**config.mk**
```make
export PLATFORM = sky130hd
export DESIGN_NAME = ctc_timer
export DESIGN_NICKNAME = d
export VERILOG_FILES = /design/src/rtl/ctc_timer_pkg.sv /design/src/rtl/ctc_prescaler.sv /design/src/rtl/ctc_counter.sv /design/src/rtl/ctc_wave.sv /design/src/rtl/ctc_timer.sv
export SDC_FILE = /design/constraint.sdc
export NUM_CORES = 1
export LEC_CHECK = 0
export BUFFER_PORTS_ARGS = -buffer_cell sky130_fd_sc_hd__clkbuf_2
export CAP_MARGIN = 15
export CORE_ASPECT_RATIO = 2
export CORE_MARGIN = 8
export CORE_UTILIZATION = 50
export CTS_CLUSTER_DIAMETER = 150
export DETAILED_ROUTE_END_ITERATION = 7
export HOLD_SLACK_MARGIN = 0.03
export PLACE_DENSITY = 0.75
export SETUP_SLACK_MARGIN = 0.05
export SYNTH_ARGS = -nofsm -noshare
export SYNTH_HDL_FRONTEND = slang
export SYNTH_HIERARCHICAL = 1
export SYNTH_SLANG_ARGS = --single-unit
export TNS_END_PERCENT = 1
```
**constraint.sdc**
```tcl
create_clock -name clk -period 1.4 [get_ports clk]
set_input_delay 0.28 -clock clk [delete_from_list [all_inputs] [get_ports clk]]
set_output_delay 0.28 -clock clk [all_outputs]
set_load 0.05 [all_outputs]
```
**src/rtl/ctc_timer_pkg.sv**
```systemverilog
package ctc_timer_pkg;
  localparam int PSC_W = 10;
  localparam logic [1:0] MODE_CTC   = 2'd2;
  localparam logic [1:0] COM_TOGGLE = 2'd1;
  localparam logic [2:0] A_COUNT = 3'd0;
  localparam logic [2:0] A_CMP   = 3'd1;
  localparam logic [2:0] A_CTRL  = 3'd2;
  localparam logic [2:0] A_IE    = 3'd3;
  localparam logic [2:0] A_CLR   = 3'd4;

  function automatic int div_shift(input logic [2:0] sel);
    case (sel)
      3'd2:    div_shift = 3;
      3'd3:    div_shift = 5;
      3'd4:    div_shift = 6;
      3'd5:    div_shift = 7;
      3'd6:    div_shift = 8;
      3'd7:    div_shift = 10;
      default: div_shift = 0;
    endcase
  endfunction
endpackage

```
**src/rtl/ctc_prescaler.sv**
```systemverilog
module ctc_prescaler
  import ctc_timer_pkg::*;
(
  input  logic       clk,
  input  logic       rst_n,
  input  logic [2:0] sel,
  output logic       tick
);
  logic [PSC_W-1:0] div_q, div_d, mask;

  always_comb begin
    div_d = div_q + PSC_W'(1);
    mask  = PSC_W'((1 << div_shift(sel)) - 1);
    tick  = (sel != 3'd0) && ((div_q & mask) == mask);
  end

  always_ff @(posedge clk or negedge rst_n) begin
    if (!rst_n) div_q <= '0;
    else        div_q <= div_d;
  end
endmodule

```
**src/rtl/ctc_counter.sv**
```systemverilog
module ctc_counter #(
  parameter int CNT_W = 8
) (
  input  logic             clk,
  input  logic             rst_n,
  input  logic             tick,
  input  logic             ctc_en,
  input  logic             ld_en,
  input  logic [CNT_W-1:0] ld_val,
  input  logic [CNT_W-1:0] top,
  output logic [CNT_W-1:0] cnt,
  output logic             match_ev,
  output logic             wrap_ev
);
  localparam logic [CNT_W-1:0] CNT_MAX = {CNT_W{1'b1}};

  logic [CNT_W-1:0] cnt_q, cnt_d;
  logic             blk_q, blk_d;

  always_comb begin
    match_ev = tick && !ld_en && !blk_q && (cnt_q == top);
    wrap_ev  = tick && !ld_en && (cnt_q == CNT_MAX);
    cnt_d    = cnt_q;
    blk_d    = blk_q;
    if (ld_en) begin
      cnt_d = ld_val;
      blk_d = 1'b1;
    end else if (tick) begin
      blk_d = 1'b0;
      cnt_d = (ctc_en && match_ev) ? '0 : cnt_q + CNT_W'(1);
    end
  end

  always_ff @(posedge clk or negedge rst_n) begin
    if (!rst_n) begin
      cnt_q <= '0;
      blk_q <= 1'b0;
    end else begin
      cnt_q <= cnt_d;
      blk_q <= blk_d;
    end
  end

  assign cnt = cnt_q;

  AST_HOLD_NO_TICK: assert property (@(posedge clk) disable iff (!rst_n)
    (!tick && !ld_en) |=> $stable(cnt_q));
  AST_CTC_TOP_CLEAR: assert property (@(posedge clk) disable iff (!rst_n)
    (match_ev && ctc_en) |=> (cnt_q == '0));
  AST_LOAD_DIRECT: assert property (@(posedge clk) disable iff (!rst_n)
    ld_en |=> (cnt_q == $past(ld_val)));
endmodule

```
**src/rtl/ctc_wave.sv**
```systemverilog
module ctc_wave
  import ctc_timer_pkg::*;
(
  input  logic       clk,
  input  logic       rst_n,
  input  logic       match_ev,
  input  logic [1:0] com,
  output logic       wave
);
  logic wave_q, wave_d;

  always_comb begin
    wave_d = wave_q;
    if (match_ev && (com == COM_TOGGLE)) wave_d = ~wave_q;
  end

  always_ff @(posedge clk or negedge rst_n) begin
    if (!rst_n) wave_q <= 1'b0;
    else        wave_q <= wave_d;
  end

  assign wave = wave_q;

  AST_TOGGLE_ON_MATCH: assert property (@(posedge clk) disable iff (!rst_n)
    (match_ev && com == COM_TOGGLE) |=> (wave_q != $past(wave_q)));
  AST_LEVEL_HELD: assert property (@(posedge clk) disable iff (!rst_n)
    !(match_ev && com == COM_TOGGLE) |=> $stable(wave_q));
endmodule

```
**src/rtl/ctc_timer.sv**
```systemverilog
module ctc_timer
  import ctc_timer_pkg::*;
#(
  parameter int CNT_W = 8
) (
  input  logic             clk,
  input  logic             rst_n,
  input  logic             reg_we,
  input  logic [2:0]       reg_addr,
  input  logic [CNT_W-1:0] reg_wdata,
  input  logic             pin_dir,
  output logic             pin_o,
  output logic             pin_oe,
  output logic [CNT_W-1:0] count_o,
  output logic             cmp_flag,
  output logic             ovf_flag,
  output logic             irq
);
  logic [1:0] rsync_q;
  logic       rst_ln;

  always_ff @(posedge clk or negedge rst_n) begin
    if (!rst_n) rsync_q <= 2'b00;
    else        rsync_q <= {rsync_q[0], 1'b1};
  end
  assign rst_ln = rsync_q[1];

  logic [CNT_W-1:0] top_q, top_d;
  logic [2:0]       sel_q, sel_d;
  logic [1:0]       mode_q, mode_d, com_q, com_d, ie_q, ie_d;
  logic             cmpf_q, cmpf_d, ovff_q, ovff_d;
  logic             we_cnt, we_top, we_ctrl, we_ie, we_clr;
  logic             tick, match_ev, wrap_ev, wave;

  always_comb begin
    we_cnt  = reg_we && (reg_addr == A_COUNT);
    we_top  = reg_we && (reg_addr == A_CMP);
    we_ctrl = reg_we && (reg_addr == A_CTRL);
    we_ie   = reg_we && (reg_addr == A_IE);
    we_clr  = reg_we && (reg_addr == A_CLR);

    top_d  = we_top  ? reg_wdata      : top_q;
    sel_d  = we_ctrl ? reg_wdata[2:0] : sel_q;
    mode_d = we_ctrl ? reg_wdata[4:3] : mode_q;
    com_d  = we_ctrl ? reg_wdata[6:5] : com_q;
    ie_d   = we_ie   ? reg_wdata[1:0] : ie_q;

    cmpf_d = match_ev ? 1'b1 : ((we_clr && reg_wdata[0]) ? 1'b0 : cmpf_q);
    ovff_d = wrap_ev  ? 1'b1 : ((we_clr && reg_wdata[1]) ? 1'b0 : ovff_q);
  end

  always_ff @(posedge clk or negedge rst_ln) begin
    if (!rst_ln) begin
      top_q  <= '0;
      sel_q  <= 3'd0;
      mode_q <= 2'd0;
      com_q  <= 2'd0;
      ie_q   <= 2'd0;
      cmpf_q <= 1'b0;
      ovff_q <= 1'b0;
    end else begin
      top_q  <= top_d;
      sel_q  <= sel_d;
      mode_q <= mode_d;
      com_q  <= com_d;
      ie_q   <= ie_d;
      cmpf_q <= cmpf_d;
      ovff_q <= ovff_d;
    end
  end

  ctc_prescaler u_psc (
    .clk   (clk),
    .rst_n (rst_ln),
    .sel   (sel_q),
    .tick  (tick)
  );

  ctc_counter #(.CNT_W(CNT_W)) u_cnt (
    .clk      (clk),
    .rst_n    (rst_ln),
    .tick     (tick),
    .ctc_en   (mode_q == MODE_CTC),
    .ld_en    (we_cnt),
    .ld_val   (reg_wdata),
    .top      (top_q),
    .cnt      (count_o),
    .match_ev (match_ev),
    .wrap_ev  (wrap_ev)
  );

  ctc_wave u_wave (
    .clk      (clk),
    .rst_n    (rst_ln),
    .match_ev (match_ev),
    .com      (com_q),
    .wave     (wave)
  );

  assign pin_oe   = pin_dir;
  assign pin_o    = pin_dir & wave;
  assign cmp_flag = cmpf_q;
  assign ovf_flag = ovff_q;
  assign irq      = (cmpf_q & ie_q[0]) | (ovff_q & ie_q[1]);

  AST_OVF_ON_WRAP: assert property (@(posedge clk) disable iff (!rst_ln)
    wrap_ev |=> ovff_q);
  AST_CMP_SET_WINS: assert property (@(posedge clk) disable iff (!rst_ln)
    match_ev |=> cmpf_q);
  AST_STOPPED_NO_MATCH: assert property (@(posedge clk) disable iff (!rst_ln)
    (sel_q == 3'd0) |-> !match_ev && !wrap_ev);
endmodule

```
==> flow_metrics.env <==
export IMPL_status="complete, but fails checks"
export IMPL_violations="negative setup slack"
export IMPL_cts_sinks=41
export IMPL_drv_slew=0
export IMPL_grtUsageTotal_pct=17.2
export IMPL_numPlacedInstances=318
export IMPL_hold_ws_ps=236
export IMPL_io_buffers=27
export IMPL_fmax_mhz=424
export IMPL_antenna_left=0
export IMPL_syn_to_final_growth_pct=38.8
export IMPL_whs_endpoint="top_q[7]$_DFFE_PN0P_"
export IMPL_nets=290
export IMPL_hpwl_mm=4.19
export IMPL_avgSynthCellArea_um2=11.2
export IMPL_place_congestion=0.894
export IMPL_yosys_most_used_dff="dfrtp_1"
export IMPL_synthCells=198
export IMPL_hold_start="reg_wdata[7]"
export IMPL_wl_per_cell_um=18.1
export IMPL_clock_skew_final_ps=8.27
export IMPL_setup_viol=12
export IMPL_maxCapViolCount=0
export IMPL_ys_types=52
export IMPL_vias_per_cell=5.61
export IMPL_grt_overflow_total=0
export IMPL_drt_first_pass_iters=4
export IMPL_worstPathRequired_ps=1580
export IMPL_cp_start_kind="flip-flop"
export IMPL_async_flop_share_pct=100
export IMPL_peakVddDrop_v=0.00153
export IMPL_num_rows=34
export IMPL_io_pins=28
export IMPL_grt_pass1_vias=1977
export IMPL_grt_max_degree=40
export IMPL_die_w_um=63.1
export IMPL_critical_path_class="flip-flop to flip-flop"
export IMPL_cp_end_kind="flip-flop"
export IMPL_worst_r2r_cell_count=10
export IMPL_die_h_um=110
export IMPL_final_area_mm2=0.00308
export IMPL_clkTransAtPathRegs_ps=80
export IMPL_syn_nets=216
export IMPL_ys_ff_latch=41
export IMPL_yosysWarnings=6
export IMPL_cts_tree="yes"
export IMPL_grt_pass1_wl_mm=9.40
export IMPL_place_area_mm2=0.00278
export IMPL_ff2ff_setup_slack_ps=-960
export IMPL_first_iter_violations=30
export IMPL_cts_root_buf="clkbuf_8"
export IMPL_coreArea_mm2=0.00430
export IMPL_grtUsageMet1_pct=15.7
export IMPL_drive_gt1_share_pct=43.2
export IMPL_cp_arrival_ps=2540
export IMPL_synth_edff_count=0
export IMPL_regToRegStartpoint="sel_q[2]$_DFFE_PN0P_"
export IMPL_r2r_end="u_wave/wave$_DFFE_PN0P_"
export IMPL_dr_total_vias=1836
export IMPL_h_tree_depth=2
export IMPL_rsz0062_at_grt="true"
export IMPL_startpoint="sel_q[2]$_DFFE_PN0P_"
export IMPL_instances_no_fill=327
export IMPL_top_usage_layer="met2"
export IMPL_use_met2_pct=34.1
export IMPL_cts_buffers=5
export IMPL_antenna_found_initial=0
export IMPL_p_leak_uw=0.00143
export IMPL_hold_violations=0
export IMPL_syn_cell_area_mm2=0.00222
export IMPL_hold_path_cell_count=2
export IMPL_grtUsageMet3_pct=3.85
export IMPL_clk_path_buf_depth=2
export IMPL_hold_class="primary input to flip-flop"
export IMPL_post_cts_setup_buffers=0
export IMPL_critPathMaxFanout=3
export IMPL_cellPowerDensity_mw_per_mm2=1750
export IMPL_drcViolationCount=0
export IMPL_antenna_cells=0
export IMPL_seq_area_frac_synth_pct=46.3
export IMPL_clock_latency_ps=290
export IMPL_wl_mm=5.93
export IMPL_start_util_pct=51.6
export IMPL_die_area_mm2=0.00695
export IMPL_min_period_over_period_pct=168
export IMPL_fin_setup_tns_ps=-10280
export IMPL_final_util_pct=71.6
export IMPL_finalCriticalPeriod_ps=2360
export IMPL_fin_ws_ps=-959
-- per-layer routing --
metal  vias up  wire, um
met5         -         0
met1       929      2080
met3        16       153
met4         0       168
met2        34      3530
li1        857         -
-- stage by stage --
stage | setup WS (ps) | total power [uW]
final | -959 | 5370
after CTS | -876 | 5220
after floorplan | -467 | 3000
after global routing | -1050 | 5620
after detailed placement | -897 | 3820
after global placement | -817 | 3760
-- flip-flops by register name, indices dropped and copies added, names as in the netlist --
signal / cells
mode_q: 2
ovf_flag: 1
cmp_flag: 1
u_cnt/blk_q: 1
rsync_q: 2
sel_q: 3
u_wave/wave: 1
u_cnt/cnt: 8
u_psc/div_q: 10
ie_q: 2
com_q: 2
top_q: 8
-- report_power, final --
| group | internal, uW | total (uW) | leakage [uW] | switching (uW) |
|---|---|---|---|---|
| registers | 1420 | 1660 | 0.000490 | 237 |
| clock network | 708 | 1130 | 0.0000681 | 419 |
| logic | 1230 | 2580 | 0.000876 | 1350 |
| total | 3360 | 5370 | 0.00143 | 2000 |
-- worst max-delay path, cell delays in order (launching register included) --
cell	delay (ps)
dfrtp_1	390
or2_4	260
ha_4	260
o221ai_2	90
nor3_2	200
o2111a_2	280
nand2b_4	80
nor3_4	170
and4_4	290
nand3b_4	90
xnor2_2	120
-- synth_stat cells (all sizes together), types with 5 or more instances --
master	count	area share [%]
dfrtp	41	46
mux2	17	11
nand2	12	2.0
nor2	11	1.9
xor2	10	4.0
nand3	9	2.0
nor3	9	2.3
inv	8	1.4
o21ai	8	1.8
xnor2	6	2.7
a21oi	5	1.1
buf	5	1.9
nor2b	5	1.4
-- how the worst max path moves through the flow --
stage | slack, ps | depth (start not counted) | end
floorplan | -470 | 10 | u_wave/wave$_DFFE_PN0P_
global placement | -820 | 10 | u_cnt/cnt[5]$_DFFE_PN0P_
detailed placement | -900 | 10 | u_cnt/cnt[6]$_DFFE_PN0P_
CTS | -880 | 10 | u_wave/wave$_DFFE_PN0P_
global route | -1050 | 10 | u_wave/wave$_DFFE_PN0P_
finish | -960 | 10 | u_wave/wave$_DFFE_PN0P_
-- cell type report --
class | count | area (um2)
clock buffers | 5 | 68.8
clock inverters | 3 | 65.1
fillers | 303 | 1220
inverters | 8 | 30.0
multi-input cells | 142 | 1180
flip-flops and latches | 41 | 1030
well taps | 54 | 67.6
repair buffers | 74 | 638
-- cells by family after synthesis --
logic type / count (synthesis) / synth area share, %
DFF: 41 / 46.3
AOI/OAI and AO/OA: 29 / 8.75
adders and majority gates: 3 / 1.69
and+or+nand+nor: 74 / 21.0
muxes: 18 / 11.6
other: 2 / 0.339
xor gates and xnor gates: 16 / 6.66
buffers and inverters: 15 / 3.61
-- cell usage in the layout (no fill, tap or decap), drive strengths merged, types with 5 or more instances in the layout --
cell,instances
a21oi,5
buf,53
clkbuf,25
dfrtp,41
inv,8
mux2,17
nand2,12
nand3,9
nor2,11
nor2b,5
nor3,9
o21ai,8
xnor2,6
xor2,10
-- timing repair --
action,in CTS,in global routing
endpoints found under the setup margin,22,22
hold buffers,1,0
resized for setup,26,18
endpoints found under the hold margin,2,0
cloned,0,0
pin swaps,2,3
No activity file was read; power rests on OpenSTA's default activity.
